### src/rtl/delta_tlb_pkg.sv
package delta_tlb_pkg;
  localparam int unsigned DEF_VPN_W   = 20;
  localparam int unsigned DEF_PFN_W   = 20;
  localparam int unsigned DEF_DELTA_W = 8;
  localparam int unsigned DEF_NBASE   = 4;
  localparam int unsigned DEF_CENT    = 8;
  localparam int unsigned DEF_SLOTS   = 4;
  localparam int unsigned DEF_UENT    = 8;

  // fill routing decision
  typedef enum logic [2:0] {
    FP_IDLE,
    FP_SLOT,
    FP_ENT_OLDBASE,
    FP_ENT_NEWBASE,
    FP_UNCOMP
  } fill_path_e;
endpackage

### src/rtl/delta_tlb_bases.sv
module delta_tlb_bases #(
  parameter int unsigned NBASE = 4,
  parameter int unsigned VB_W  = 12,
  parameter int unsigned PB_W  = 12,
  localparam int unsigned BIDX_W = $clog2(NBASE)
) (
  input  logic                        clk,
  input  logic                        rst_n,
  input  logic                        flush,
  input  logic [NBASE-1:0]            base_used,
  input  logic [VB_W-1:0]             q_vhi,
  input  logic [PB_W-1:0]             q_phi,
  input  logic                        wr_en,
  input  logic [BIDX_W-1:0]           wr_idx,
  output logic [NBASE-1:0][VB_W-1:0]  vbase,
  output logic [NBASE-1:0][PB_W-1:0]  pbase,
  output logic                        match_any,
  output logic [BIDX_W-1:0]           match_idx,
  output logic                        free_any,
  output logic [BIDX_W-1:0]           free_idx
);
  function automatic logic pair_eq(input logic used,
                                   input logic [VB_W-1:0] vb, input logic [PB_W-1:0] pb,
                                   input logic [VB_W-1:0] qv, input logic [PB_W-1:0] qp);
    return used && (vb == qv) && (pb == qp);
  endfunction

  always_comb begin
    match_any = 1'b0;
    match_idx = '0;
    free_any  = 1'b0;
    free_idx  = '0;
    for (int b = 0; b < NBASE; b++) begin
      if (!match_any && pair_eq(base_used[b], vbase[b], pbase[b], q_vhi, q_phi)) begin
        match_any = 1'b1;
        match_idx = BIDX_W'(b);
      end
      if (!free_any && !base_used[b]) begin
        free_any = 1'b1;
        free_idx = BIDX_W'(b);
      end
    end
  end

  always_ff @(posedge clk) begin
    if (!rst_n || flush) begin
      vbase <= '0;
      pbase <= '0;
    end else if (wr_en) begin
      vbase[wr_idx] <= q_vhi;
      pbase[wr_idx] <= q_phi;
    end
  end

  // only an unreferenced pair may be claimed
  p_claim_unused_r7: assert property (@(posedge clk) disable iff (!rst_n)
    wr_en |-> !base_used[wr_idx]);
  // flush wipes every base register
  p_base_wipe_r8: assert property (@(posedge clk) disable iff (!rst_n)
    flush |=> (vbase == '0) && (pbase == '0));
endmodule

### src/rtl/delta_tlb_cpart.sv
module delta_tlb_cpart #(
  parameter int unsigned NENT    = 8,
  parameter int unsigned NSLOT   = 4,
  parameter int unsigned NBASE   = 4,
  parameter int unsigned VB_W    = 12,
  parameter int unsigned PB_W    = 12,
  parameter int unsigned DELTA_W = 8,
  localparam int unsigned BIDX_W = $clog2(NBASE),
  localparam int unsigned EIDX_W = $clog2(NENT),
  localparam int unsigned SIDX_W = $clog2(NSLOT)
) (
  input  logic                        clk,
  input  logic                        rst_n,
  input  logic                        flush,
  input  logic [NBASE-1:0][VB_W-1:0]  vbase,
  input  logic [NBASE-1:0][PB_W-1:0]  pbase,
  input  logic [VB_W-1:0]             lk_hi,
  input  logic [DELTA_W-1:0]          lk_lo,
  input  logic [VB_W-1:0]             fl_hi,
  input  logic [DELTA_W-1:0]          fl_lo,
  input  logic [DELTA_W-1:0]          fl_plo,
  input  logic [BIDX_W-1:0]           sel_base,
  input  logic                        slot_wr,
  input  logic                        ent_alloc,
  output logic                        lk_hit,
  output logic [PB_W+DELTA_W-1:0]     lk_pfn,
  output logic                        fl_dup,
  output logic                        slot_free,
  output logic [NBASE-1:0]            base_used
);
  logic [NSLOT-1:0]   ent_v  [NENT];
  logic [BIDX_W-1:0]  ent_b  [NENT];
  logic [DELTA_W-1:0] ent_vd [NENT][NSLOT];
  logic [DELTA_W-1:0] ent_pd [NENT][NSLOT];
  logic [EIDX_W-1:0]  rr;
  logic [EIDX_W-1:0]  wr_ent;
  logic [SIDX_W-1:0]  wr_slot;

  function automatic logic slot_match(input logic v, input logic [VB_W-1:0] b,
                                      input logic [DELTA_W-1:0] d,
                                      input logic [VB_W-1:0] qh, input logic [DELTA_W-1:0] ql);
    return v && (b == qh) && (d == ql);
  endfunction

  function automatic logic [PB_W+DELTA_W-1:0] rebuild(input logic [PB_W-1:0] pb,
                                                      input logic [DELTA_W-1:0] pd);
    return {pb, pd};
  endfunction

  always_comb begin
    lk_hit    = 1'b0;
    lk_pfn    = '0;
    fl_dup    = 1'b0;
    slot_free = 1'b0;
    wr_ent    = '0;
    wr_slot   = '0;
    base_used = '0;
    for (int e = 0; e < NENT; e++) begin
      base_used[ent_b[e]] = base_used[ent_b[e]] | (|ent_v[e]);
      for (int s = 0; s < NSLOT; s++) begin
        if (slot_match(ent_v[e][s], vbase[ent_b[e]], ent_vd[e][s], lk_hi, lk_lo)) begin
          lk_hit = 1'b1;
          lk_pfn = rebuild(pbase[ent_b[e]], ent_pd[e][s]);
        end
        if (slot_match(ent_v[e][s], vbase[ent_b[e]], ent_vd[e][s], fl_hi, fl_lo))
          fl_dup = 1'b1;
        if (!slot_free && (|ent_v[e]) && (ent_b[e] == sel_base) && !ent_v[e][s]) begin
          slot_free = 1'b1;
          wr_ent    = EIDX_W'(e);
          wr_slot   = SIDX_W'(s);
        end
      end
    end
  end

  always_ff @(posedge clk) begin
    if (!rst_n || flush) begin
      for (int e = 0; e < NENT; e++) begin
        ent_v[e] <= '0;
        ent_b[e] <= '0;
      end
      rr <= '0;
    end else if (slot_wr) begin
      ent_v[wr_ent][wr_slot]  <= 1'b1;
      ent_vd[wr_ent][wr_slot] <= fl_lo;
      ent_pd[wr_ent][wr_slot] <= fl_plo;
    end else if (ent_alloc) begin
      ent_v[rr]     <= NSLOT'(1);
      ent_b[rr]     <= sel_base;
      ent_vd[rr][0] <= fl_lo;
      ent_pd[rr][0] <= fl_plo;
      rr            <= (rr == EIDX_W'(NENT - 1)) ? '0 : rr + 1'b1;
    end
  end

  // at most one kind of compressed write per cycle
  p_one_write_r6: assert property (@(posedge clk) disable iff (!rst_n)
    !(slot_wr && ent_alloc));
  // slot writes only into an open slot of the chosen pair
  p_slot_open_r3: assert property (@(posedge clk) disable iff (!rst_n)
    slot_wr |-> slot_free);
  // every allocation moves the victim pointer
  p_victim_step_r6: assert property (@(posedge clk) disable iff (!rst_n)
    ent_alloc |=> rr != $past(rr));
endmodule

### src/rtl/delta_tlb_upart.sv
module delta_tlb_upart #(
  parameter int unsigned NENT  = 8,
  parameter int unsigned VPN_W = 20,
  parameter int unsigned PFN_W = 20,
  localparam int unsigned IDX_W = $clog2(NENT)
) (
  input  logic             clk,
  input  logic             rst_n,
  input  logic             flush,
  input  logic [VPN_W-1:0] lk_vpn,
  input  logic [VPN_W-1:0] fl_vpn,
  input  logic [PFN_W-1:0] fl_pfn,
  input  logic             wr_en,
  output logic             lk_hit,
  output logic [PFN_W-1:0] lk_pfn,
  output logic             fl_dup
);
  logic [NENT-1:0]  u_v;
  logic [VPN_W-1:0] u_vpn [NENT];
  logic [PFN_W-1:0] u_pfn [NENT];
  logic [IDX_W-1:0] ptr;
  logic             has_free;
  logic [IDX_W-1:0] free_idx;
  logic [IDX_W-1:0] tgt;

  always_comb begin
    lk_hit   = 1'b0;
    lk_pfn   = '0;
    fl_dup   = 1'b0;
    has_free = 1'b0;
    free_idx = '0;
    for (int i = 0; i < NENT; i++) begin
      if (u_v[i] && u_vpn[i] == lk_vpn) begin
        lk_hit = 1'b1;
        lk_pfn = u_pfn[i];
      end
      if (u_v[i] && u_vpn[i] == fl_vpn) fl_dup = 1'b1;
      if (!has_free && !u_v[i]) begin
        has_free = 1'b1;
        free_idx = IDX_W'(i);
      end
    end
    tgt = has_free ? free_idx : ptr;
  end

  always_ff @(posedge clk) begin
    if (!rst_n || flush) begin
      u_v <= '0;
      ptr <= '0;
    end else if (wr_en) begin
      u_v[tgt]   <= 1'b1;
      u_vpn[tgt] <= fl_vpn;
      u_pfn[tgt] <= fl_pfn;
      if (!has_free) ptr <= (ptr == IDX_W'(NENT - 1)) ? '0 : ptr + 1'b1;
    end
  end

  // a present VPN is never written a second time
  p_uncomp_single_r10: assert property (@(posedge clk) disable iff (!rst_n)
    wr_en |-> !fl_dup);
endmodule

### src/rtl/delta_tlb.sv
module delta_tlb
  import delta_tlb_pkg::*;
#(
  parameter int unsigned VPN_W   = DEF_VPN_W,
  parameter int unsigned PFN_W   = DEF_PFN_W,
  parameter int unsigned DELTA_W = DEF_DELTA_W,
  parameter int unsigned NBASE   = DEF_NBASE,
  parameter int unsigned CENT    = DEF_CENT,
  parameter int unsigned SLOTS   = DEF_SLOTS,
  parameter int unsigned UENT    = DEF_UENT
) (
  input  logic             clk,
  input  logic             rst_n,
  input  logic             lk_valid,
  input  logic [VPN_W-1:0] lk_vpn,
  output logic             lk_hit,
  output logic [PFN_W-1:0] lk_pfn,
  input  logic             fill_valid,
  input  logic [VPN_W-1:0] fill_vpn,
  input  logic [PFN_W-1:0] fill_pfn,
  input  logic             flush
);
  localparam int unsigned VB_W   = VPN_W - DELTA_W;
  localparam int unsigned PB_W   = PFN_W - DELTA_W;
  localparam int unsigned BIDX_W = $clog2(NBASE);

  function automatic logic [VB_W-1:0] vhi(input logic [VPN_W-1:0] v);
    return v[VPN_W-1 -: VB_W];
  endfunction
  function automatic logic [PB_W-1:0] phi(input logic [PFN_W-1:0] p);
    return p[PFN_W-1 -: PB_W];
  endfunction
  function automatic logic [DELTA_W-1:0] lo_v(input logic [VPN_W-1:0] v);
    return v[DELTA_W-1:0];
  endfunction
  function automatic logic [DELTA_W-1:0] lo_p(input logic [PFN_W-1:0] p);
    return p[DELTA_W-1:0];
  endfunction

  logic [NBASE-1:0][VB_W-1:0] vbase;
  logic [NBASE-1:0][PB_W-1:0] pbase;
  logic [NBASE-1:0]           base_used;
  logic                       match_any, free_any;
  logic [BIDX_W-1:0]          match_idx, free_idx, sel_base;
  logic                       c_hit, u_hit, c_dup, u_dup, slot_free;
  logic [PFN_W-1:0]           c_pfn, u_pfn;
  logic                       fill_dup;
  fill_path_e                 path;

  assign fill_dup = c_dup | u_dup;
  assign sel_base = match_any ? match_idx : free_idx;

  always_comb begin
    path = FP_IDLE;
    if (fill_valid && !flush && !fill_dup) begin
      if (match_any)     path = slot_free ? FP_SLOT : FP_ENT_OLDBASE;
      else if (free_any) path = FP_ENT_NEWBASE;
      else               path = FP_UNCOMP;
    end
  end

  delta_tlb_bases #(.NBASE(NBASE), .VB_W(VB_W), .PB_W(PB_W)) u_bases (
    .clk(clk), .rst_n(rst_n), .flush(flush), .base_used(base_used),
    .q_vhi(vhi(fill_vpn)), .q_phi(phi(fill_pfn)),
    .wr_en(path == FP_ENT_NEWBASE), .wr_idx(free_idx),
    .vbase(vbase), .pbase(pbase), .match_any(match_any), .match_idx(match_idx),
    .free_any(free_any), .free_idx(free_idx)
  );

  delta_tlb_cpart #(.NENT(CENT), .NSLOT(SLOTS), .NBASE(NBASE), .VB_W(VB_W),
                    .PB_W(PB_W), .DELTA_W(DELTA_W)) u_cpart (
    .clk(clk), .rst_n(rst_n), .flush(flush), .vbase(vbase), .pbase(pbase),
    .lk_hi(vhi(lk_vpn)), .lk_lo(lo_v(lk_vpn)),
    .fl_hi(vhi(fill_vpn)), .fl_lo(lo_v(fill_vpn)), .fl_plo(lo_p(fill_pfn)),
    .sel_base(sel_base), .slot_wr(path == FP_SLOT),
    .ent_alloc((path == FP_ENT_OLDBASE) || (path == FP_ENT_NEWBASE)),
    .lk_hit(c_hit), .lk_pfn(c_pfn), .fl_dup(c_dup), .slot_free(slot_free),
    .base_used(base_used)
  );

  delta_tlb_upart #(.NENT(UENT), .VPN_W(VPN_W), .PFN_W(PFN_W)) u_upart (
    .clk(clk), .rst_n(rst_n), .flush(flush), .lk_vpn(lk_vpn),
    .fl_vpn(fill_vpn), .fl_pfn(fill_pfn), .wr_en(path == FP_UNCOMP),
    .lk_hit(u_hit), .lk_pfn(u_pfn), .fl_dup(u_dup)
  );

  always_ff @(posedge clk) begin
    if (!rst_n) begin
      lk_hit <= 1'b0;
      lk_pfn <= '0;
    end else begin
      lk_hit <= lk_valid && (c_hit || u_hit);
      lk_pfn <= !lk_valid ? '0 : c_hit ? c_pfn : u_hit ? u_pfn : '0;
    end
  end

  // a VPN lives in at most one partition
  p_single_home_r10: assert property (@(posedge clk) disable iff (!rst_n)
    $onehot0({c_hit, u_hit}));
  // no request, no hit
  p_idle_quiet_r1: assert property (@(posedge clk) disable iff (!rst_n)
    !lk_valid |=> !lk_hit && (lk_pfn == '0));
  // nothing survives a flush
  p_flush_empty_r8: assert property (@(posedge clk) disable iff (!rst_n)
    flush |=> !c_hit && !u_hit);
  // fill of an absent VPN is invisible to a lookup in the same cycle
  p_same_cycle_miss_r9: assert property (@(posedge clk) disable iff (!rst_n)
    (fill_valid && lk_valid && (fill_vpn == lk_vpn) && !fill_dup) |=> !lk_hit);
endmodule

### config.mk
export PLATFORM = sky130hd
export DESIGN_NAME = delta_tlb
export DESIGN_NICKNAME = d
export VERILOG_FILES = /design/src/rtl/delta_tlb_pkg.sv /design/src/rtl/delta_tlb_bases.sv /design/src/rtl/delta_tlb_cpart.sv /design/src/rtl/delta_tlb_upart.sv /design/src/rtl/delta_tlb.sv
export SDC_FILE = /design/constraint.sdc
export NUM_CORES = 2
export LEC_CHECK = 0
export BUFFER_PORTS_ARGS = -buffer_cell sky130_fd_sc_hd__clkbuf_2
export CORE_ASPECT_RATIO = 1.25
export CORE_MARGIN = 5
export CORE_UTILIZATION = 46
export DETAILED_ROUTE_END_ITERATION = 8
export GPL_TIMING_DRIVEN = 0
export PLACE_DENSITY = 0.59
export SYNTH_ARGS = -nofsm -noshare
export SYNTH_HDL_FRONTEND = slang
export SYNTH_SLANG_ARGS = --single-unit
### constraint.sdc
create_clock -name clk -period 7.2 [get_ports clk]
set_input_delay 0.72 -clock clk [delete_from_list [all_inputs] [get_ports clk]]
set_output_delay 0.72 -clock clk [all_outputs]
set_load 0.02 [all_outputs]
Yosys cells after proc, flatten, opt, wreduce, memory -nomap -nowiden
Memory sizes are Yosys's and may differ from the RTL's. Cells that the tools add are included.

Memory bits (writable): 880. Bits in registers: 131. Memories kept: 6. Word-level logic and storage cells: 917.

Memory list: u_cpart.ent_pd (depth 8, bits a word 32, read ports 8, clocked after Yosys merged registers in 0, wr ports 1, line delta_tlb_cpart.sv:34) `logic [DELTA_W-1:0] ent_pd [NENT][NSLOT];`; u_cpart.ent_vd (depth 8, bits a word 32, read ports 8, clocked after Yosys merged registers in 0, wr ports 1, line delta_tlb_cpart.sv:33) `logic [DELTA_W-1:0] ent_vd [NENT][NSLOT];`; u_upart.u_pfn (depth 8, bits a word 20, read ports 8, clocked after Yosys merged registers in 0, wr ports 1, line delta_tlb_upart.sv:20) `logic [PFN_W-1:0] u_pfn [NENT];`; u_upart.u_vpn (depth 8, bits a word 20, read ports 8, clocked after Yosys merged registers in 0, wr ports 1, line delta_tlb_upart.sv:19) `logic [VPN_W-1:0] u_vpn [NENT];`; u_cpart.ent_v (depth 8, bits a word 4, read ports 8, clocked after Yosys merged registers in 0, wr ports 8, line delta_tlb_cpart.sv:31) `logic [NSLOT-1:0] ent_v [NENT];`; u_cpart.ent_b (depth 8, bits a word 2, read ports 8, clocked after Yosys merged registers in 0, wr ports 8, line delta_tlb_cpart.sv:32) `logic [BIDX_W-1:0] ent_b [NENT];`.

Add/sub/neg operators: 2. Eq/ne operators: 118. Reduce and logical (&&, ||, !) cells: 381. Magnitude comparators: 24. Bitwise operators: 14. Multiplexer cells: 359.

Operators by type and width (count): 20-bit 2-to-1 mux (42); 8-bit equality test (64); 12-bit binary-select mux with 2-bit select (16); 20-bit equality test (16); 12-bit equality test (24); 1-bit logical AND (275); 12-bit 2-to-1 mux (17); 1-bit 2-to-1 mux (166); 32-bit 2-to-1 mux (5); 48-bit bitwise mux (2); 2-bit 2-to-1 mux (47); 3-bit 2-to-1 mux (31); 1-bit zero test (87); 32-bit OR reduction (2); 4-bit OR reduction (10); 2-bit by 3-bit < comparator with 1-bit output, second input constant (10); 4-bit bitwise mux (7); 12-bit demux with 2-bit select (1); 2-bit by 1-bit greater-or-equal comparator with 1-bit output, second input constant (10); 4-bit 2-to-1 mux (5); 1-bit demux with 2-bit select (9); 1-bit binary-select mux with 2-bit select (8); 8-bit demux with 2-bit select (1); 2-bit equality test (8); 18 further kinds (35).

Longest topological paths before layout
An unclocked memory read counts as a cell.

Word-level depth: 217. Depth in mapped cells: 19. Mapped depth without buffers: 14.

Cells and area by module
From an unflattened synthesis, not the netlist that was laid out.

Cell total of the unflattened synthesis: 4847. Area total of the unflattened synthesis: 57532.7 um^2.

Modules (own cells, without submodules): delta_tlb_cpart (area each 36048.3 um^2, sequential area each 16796.1 um^2, times used 1, cells an instance 2971); delta_tlb_upart (area each 15997.8 um^2, sequential area each 9829.4 um^2, times used 1, cells an instance 1181); delta_tlb_bases (area each 4621.9 um^2, sequential area each 1921.8 um^2, times used 1, cells an instance 594); delta_tlb (area each 864.6 um^2, sequential area each 420.4 um^2, times used 1, cells an instance 101).

Worst setup path before layout
OpenSTA, ideal clock, no wires.

Path type: input port to flip-flop. Start: input port fill_vpn[17]. End: memory u_cpart.ent_pd[4][24] in the netlist's numbering (enable). Stages: 15. Data required time: 6760 ps. Data arrival time: 5977 ps. Slack: 784 ps. Buffers on the path: 2. Cell sequence: clkbuf_1 > xnor2_1 > nand4b_1 > or4b_1 > a2111oi_2 > o21bai_1 > nor2_4 > buf_6 > inv_4 > nor4_4 > nor2_1 > nor4_2 > a31o_2 > and3_1 > nor4b_1.

Longest elaborated chain between the ends: 184. Elaborated cells on any way between the ends: 405.

RTL lines: start: declaration (line delta_tlb.sv:19) `input logic [VPN_W-1:0] fill_vpn,`; 12-bit equality test (line delta_tlb_bases.sv:25) `return used && (vb == qv) && (pb == qp);`; 1-bit logical AND (2 in a row) (line delta_tlb_bases.sv:25); 1-bit 2-to-1 mux (line delta_tlb_bases.sv:34) `if (!match_any && pair_eq(base_used[b], vbase[b], pbase[b], q_vhi, q_phi)) begin`; 1-bit zero test (line delta_tlb_bases.sv:34); 1-bit logical AND (line delta_tlb_bases.sv:34); 1-bit 2-to-1 mux (line delta_tlb_bases.sv:34); 1-bit zero test (line delta_tlb_bases.sv:34); 1-bit logical AND (line delta_tlb_bases.sv:34); [... 167 more ...]; 3-bit by 2-bit equality test with 1-bit output (line delta_tlb.sv:76) `.ent_alloc((path == FP_ENT_OLDBASE) || (path == FP_ENT_NEWBASE)),`; 1-bit logical OR (line delta_tlb.sv:76); 1-bit 2-to-1 mux (line delta_tlb_cpart.sv:87) `end else if (ent_alloc) begin`; 1-bit 2-to-1 mux (line delta_tlb_cpart.sv:83) `end else if (slot_wr) begin`; 1-bit 2-to-1 mux (line delta_tlb_cpart.sv:77) `if (!rst_n || flush) begin`; 1-bit 2-to-1 mux (not written as such) (line delta_tlb_cpart.sv:91) `ent_pd[rr][0] <= fl_plo;`; 32-bit OR reduction (no source line); 3-bit 2-to-1 mux (no source line) or 32-bit 2-to-1 mux (tied branches); end: declaration (line delta_tlb_cpart.sv:34).

Several ways; a longest one is shown, not always the timed one.

Final worst setup path
Start: input port fill_vpn[4]. End: memory u_cpart.ent_pd[3][5] in the netlist's numbering (enable).

Longest elaborated chain between the ends: 46. Elaborated cells on any way between the ends: 138.

RTL lines: 8-bit equality test (line delta_tlb_cpart.sv:42) `return v && (b == qh) && (d == ql);`; 1-bit logical AND (line delta_tlb_cpart.sv:42); 1-bit 2-to-1 mux (32 in a row) (line delta_tlb_cpart.sv:65) `if (slot_match(ent_v[e][s], vbase[ent_b[e]], ent_vd[e][s], fl_hi, fl_lo))`; 1-bit bitwise OR * (line delta_tlb.sv:50) `assign fill_dup = c_dup | u_dup;`; 1-bit zero test * (line delta_tlb.sv:55) `if (fill_valid && !flush && !fill_dup) begin`; 1-bit logical AND * (line delta_tlb.sv:55); 3-bit 2-to-1 mux * (line delta_tlb.sv:55); 3-bit by 2-bit equality test with 1-bit output (line delta_tlb.sv:76); 1-bit logical OR (line delta_tlb.sv:76); 1-bit 2-to-1 mux (line delta_tlb_cpart.sv:87); 1-bit 2-to-1 mux (line delta_tlb_cpart.sv:83); 1-bit 2-to-1 mux (line delta_tlb_cpart.sv:77); 1-bit 2-to-1 mux (not written as such) (line delta_tlb_cpart.sv:91); 32-bit OR reduction (no source line); 3-bit 2-to-1 mux (no source line) or 32-bit 2-to-1 mux (tied branches).

Every way passes the cells marked *; elsewhere a longest branch is shown, timed or not.

==> run_summary.xml <==
<?xml version="1.0" encoding="UTF-8"?>
<metrics>
  <group name="timing">
    <metric name="setup-violations-final" unit="">190</metric>
    <metric name="worst_pin_slew" unit="ns">1.54</metric>
    <metric name="timing.fmax" unit="MHz">134</metric>
    <metric name="fin_crit" unit="ns">7.44</metric>
    <metric name="fin_crit_sh" unit="%">103</metric>
    <metric name="drv_slew" unit="">11</metric>
    <metric name="hold_viol_final" unit="">0</metric>
    <metric name="rsz0062_at_grt" unit="">yes</metric>
    <metric name="maxSlewHeadroom" unit="%">-2.43</metric>
    <metric name="finClkSkew" unit="ns">0.0364</metric>
    <metric name="setup_slack" unit="ns">-0.243</metric>
  </group>
  <group name="global_routing">
    <metric name="grt-ovfl-total" unit="">0</metric>
    <metric name="grt_start_max_net_pins" unit="">42</metric>
    <metric name="grt_pass1_wl" unit="microns">302000</metric>
    <metric name="antenna_found_initial" unit="">11</metric>
    <metric name="grt_use_total" unit="%">31.9</metric>
    <metric name="first_global_vias" unit="">41500</metric>
  </group>
  <group name="pwr">
    <metric name="total_leakage_power" unit="nW">21.4</metric>
    <metric name="p_comb_share" unit="%">12.6</metric>
    <metric name="power.density" unit="nW/um^2">216</metric>
    <metric name="p_total" unit="mW">13.8</metric>
    <metric name="switching_share" unit="%">27.2</metric>
    <metric name="p_int" unit="mW">10.1</metric>
    <metric name="share_of_power_burned_in_the_clock_network" unit="%">40.7</metric>
    <metric name="worst_ir_drop_vdd" unit="uV">218</metric>
    <metric name="p_switching" unit="mW">3.76</metric>
    <metric name="seq_power_share" unit="%">46.8</metric>
  </group>
  <group name="cts">
    <metric name="root_buffer" unit="">clkbuf_16</metric>
    <metric name="clk-insertion-delay-late" unit="ns">0.74</metric>
    <metric name="cts_max_path_buffers" unit="">3</metric>
    <metric name="ctsHoldBuffers" unit="">0</metric>
    <metric name="tritoncts" unit="">done</metric>
    <metric name="cts_buffers" unit="">108</metric>
    <metric name="tritoncts_num_sinks" unit="">1011</metric>
    <metric name="clock_tree.htree_level_count" unit="">3</metric>
    <metric name="clkTransAtPathRegs" unit="ns">0.06</metric>
  </group>
  <group name="yosys">
    <metric name="asyncSetResetFlopFracSynth" unit="%">0</metric>
    <metric name="synth_enable_flop_cells" unit="">872</metric>
    <metric name="post_synth.cell_area_avg" unit="sq um">11.9</metric>
    <metric name="netlist-cell-type-count" unit="">96</metric>
    <metric name="synth_top_cells_by_area" unit="">edfxtp_1 (46%), xnor2_1 (8.8%), xor2_1 (8.6%)</metric>
    <metric name="yosys_most_used_dff" unit="">edfxtp_1</metric>
    <metric name="synth_seq_cells" unit="">1011</metric>
    <metric name="synth.top_cell.area_share" unit="%">45.9</metric>
    <metric name="synth_cells" unit="">4781</metric>
    <metric name="synth_largest_area_cell" unit="">edfxtp_1</metric>
    <metric name="synth-seq-area-share" unit="%">50.8</metric>
    <metric name="synth_warnings" unit="">0</metric>
    <metric name="synthesis.area" unit="sq um">57100</metric>
    <metric name="synth_fp_nets" unit="">4850</metric>
  </group>
  <group name="layout">
    <metric name="finish.net_count" unit="">5066</metric>
    <metric name="most-common-layout-cells" unit="">edfxtp_1 (872), xnor2_1 (576), xor2_1 (561)</metric>
    <metric name="post_route_cells_drive_above_1_share" unit="%">13.5</metric>
    <metric name="stdcell_count" unit="">6697</metric>
    <metric name="final_cell_area" unit="sq um">64100</metric>
    <metric name="layout-area-overhead-vs-synth" unit="%">12.3</metric>
    <metric name="layout.cells.most_common" unit="">edfxtp_1</metric>
  </group>
  <group name="flow_run">
    <metric name="cap_violations" unit="">2</metric>
  </group>
  <group name="critical_path">
    <metric name="setup.worst_path.class" unit="">in2reg</metric>
    <metric name="setup.reg_to_reg.worst_slack" unit="ns">0.18</metric>
    <metric name="critical-path-slowest-cell" unit="">clkbuf_1</metric>
    <metric name="worst_ep_arrival_time" unit="ns">7.88</metric>
    <metric name="worstPathBufferInverterCount" unit="">7</metric>
    <metric name="worst-path-max-fanout" unit="">41</metric>
    <metric name="cp_cell_sequence" unit="">clkbuf_4 &gt; clkbuf_1 &gt; clkbuf_1 &gt; xor2_1 &gt; nor4_1 &gt; nand4_1 &gt; nand4_1 &gt; nand4_1 &gt; nand4_1 &gt; nor3_4 &gt; nand4_1 &gt; or3_1 &gt; buf_2 &gt; a31o_2 &gt; nand2b_4 &gt; buf_6 &gt; clkdlybuf4s15_1 &gt; nor2_4 &gt; buf_6</metric>
    <metric name="critPathCaptureType" unit="">flop</metric>
    <metric name="cp-startpoint" unit="">fill_vpn[4]</metric>
    <metric name="r2r_start" unit="">u_cpart.ent_b[4][1]$_SDFFCE_PN0P_</metric>
    <metric name="worst_setup_path_start_kind" unit="">input pin</metric>
    <metric name="critical-path-top-delay-family" unit="">simple AND/OR/NAND/NOR gates</metric>
    <metric name="worst_ep_required_time" unit="ns">7.63</metric>
    <metric name="worst_path_most_repeated_cell" unit="">nand4_1</metric>
    <metric name="critPathMaxStageDelay" unit="ns">1.12</metric>
  </group>
  <group name="floorplan">
    <metric name="core_area" unit="sq um">123000</metric>
    <metric name="die_area" unit="sq um">131000</metric>
    <metric name="initial_core_util" unit="%">46.3</metric>
    <metric name="fp.dieH" unit="microns">404</metric>
    <metric name="row_count" unit="">144</metric>
    <metric name="floorplan.die.width" unit="microns">325</metric>
    <metric name="io_pins" unit="">86</metric>
  </group>
  <group name="place">
    <metric name="post-dp-hpwl" unit="microns">153000</metric>
    <metric name="gp_congestion" unit="">1.02</metric>
    <metric name="io_buffers" unit="">65</metric>
    <metric name="dp_cells" unit="">6492</metric>
    <metric name="postPlaceCellArea" unit="sq um">60100</metric>
  </group>
  <group name="run_status">
    <metric name="result_of_the_run" unit="">finished with violations</metric>
    <metric name="failed_checks" unit="">max-capacitance violations, max-slew violations, negative setup slack</metric>
  </group>
  <group name="min_path">
    <metric name="worst_hold_startpoint" unit="">fill_pfn[11]</metric>
    <metric name="min_path_type" unit="">in2reg</metric>
  </group>
  <group name="detailed_routing">
    <metric name="vias_per_cell" unit="">6.19</metric>
    <metric name="route.final.wire_length" unit="microns">215000</metric>
    <metric name="wl_per_cell" unit="microns">32.1</metric>
    <metric name="dr_total_vias" unit="">41400</metric>
    <metric name="drt.antenna.violating_nets" unit="">0</metric>
    <metric name="detail_route.drc_violations" unit="">0</metric>
    <metric name="drt_pass1_iterations" unit="">5</metric>
    <metric name="first_iter_violations" unit="">4362</metric>
  </group>
</metrics>
## registers in the layout, summed over array words and instances, names as in the netlist
name,flops
lk_hit,1
lk_pfn,20
u_bases.pbase,48
u_bases.vbase,48
u_cpart.ent_b,16
u_cpart.ent_pd,256
u_cpart.ent_v,32
u_cpart.ent_vd,256
u_cpart.rr,3
u_upart.ptr,3
u_upart.u_pfn,160
u_upart.u_v,8
u_upart.u_vpn,160
## worst paths after layout
path / cells past startpoint / endpoint
setup / recovery: 19 / u_cpart.ent_pd[3][5]$_DFFE_PP_
hold / removal: 1 / u_upart.u_pfn[5][11]$_DFFE_PP_
setup reg to reg: 15 / lk_pfn[10]$_SDFF_PN0_
hold reg to reg: 2 / lk_pfn[1]$_SDFF_PN0_
## what timing repair did
action                                  in CTS  in global routing
endpoints found under the setup margin     955                400
resized for setup                           37                 79
setup buffers                                1                  5
gates cloned                                 0                  0
pin swaps                                    1                  5
## routing by layer
layer | GRT usage, % | vias up | wire [microns]
met5 | 0 | - | 86
met4 | 19.4 | 12 | 15400
met3 | 5.56 | 679 | 17000
met2 | 54.8 | 2084 | 104000
met1 | 37.5 | 20800 | 78200
li1 | - | 17900 | -
## cell usage after synthesis (139+ instances only)
cell type	number
edfxtp_1	872
xnor2_1	576
xor2_1	561
nor2_1	305
clkbuf_1	261
nand2_1	251
mux2i_1	211
mux4_2	188
nand4_1	177
o21ai_0	154
nor4_1	153
dfxtp_1	139
## area by class of cell
| cell class | count | area [sq um] |
|---|---|---|
| repair buffers | 112 | 1010 |
| clock buffers | 135 | 2930 |
| flip-flops and latches | 1011 | 29000 |
| diodes | 4 | 10.0 |
| clock inverters | 65 | 602 |
| fillers | 10900 | 59100 |
| multi-input cells | 3293 | 26600 |
| inverters | 69 | 262 |
| plain buffers | 402 | 1740 |
| well taps | 1606 | 2010 |
## through the flow
step                 TNS [ns]  hold WS [ns]  setup slack [ns]  util (%)
floorplan                   0         0.446             0.784         -
global placement     -2942.53         0.531             -4.34      48.2
detailed placement   -1465.96         0.520             -2.46      48.8
CTS                    -14.75         0.270            -0.171      51.8
global route        -0.000357         0.317         -0.000258      52.0
finish                 -17.25         0.317            -0.243      52.0
## logic make-up (layout without fill, tap and decap cells)
| kind of cell | after synthesis | in the layout | synth area share (%) |
|---|---|---|---|
| adder cells (fa/ha/maj) | 4 | 4 | 0.0877 |
| AND/OR/NAND/NOR | 1257 | 1257 | 11.4 |
| multiplexers | 425 | 425 | 11.6 |
| buffers and inverters | 477 | 783 | 3.34 |
| AO/OA/AOI/OAI | 470 | 470 | 5.31 |
| XOR/XNOR | 1137 | 1137 | 17.5 |
| other | 0 | 4 | 0 |
| flip-flops | 1011 | 1011 | 50.8 |
## power by group through the flow
| stage | combinational [mW] | clock [mW] | sequential [mW] |
|---|---|---|---|
| floorplan | 1.01 | 0 | 6.56 |
| global placement | 1.62 | 0 | 6.59 |
| detailed placement | 1.65 | 0 | 6.59 |
| CTS | 1.68 | 5.68 | 6.47 |
| global route | 1.81 | 5.91 | 6.47 |
| finish | 1.74 | 5.63 | 6.47 |
(Power assumes the default switching activity.)
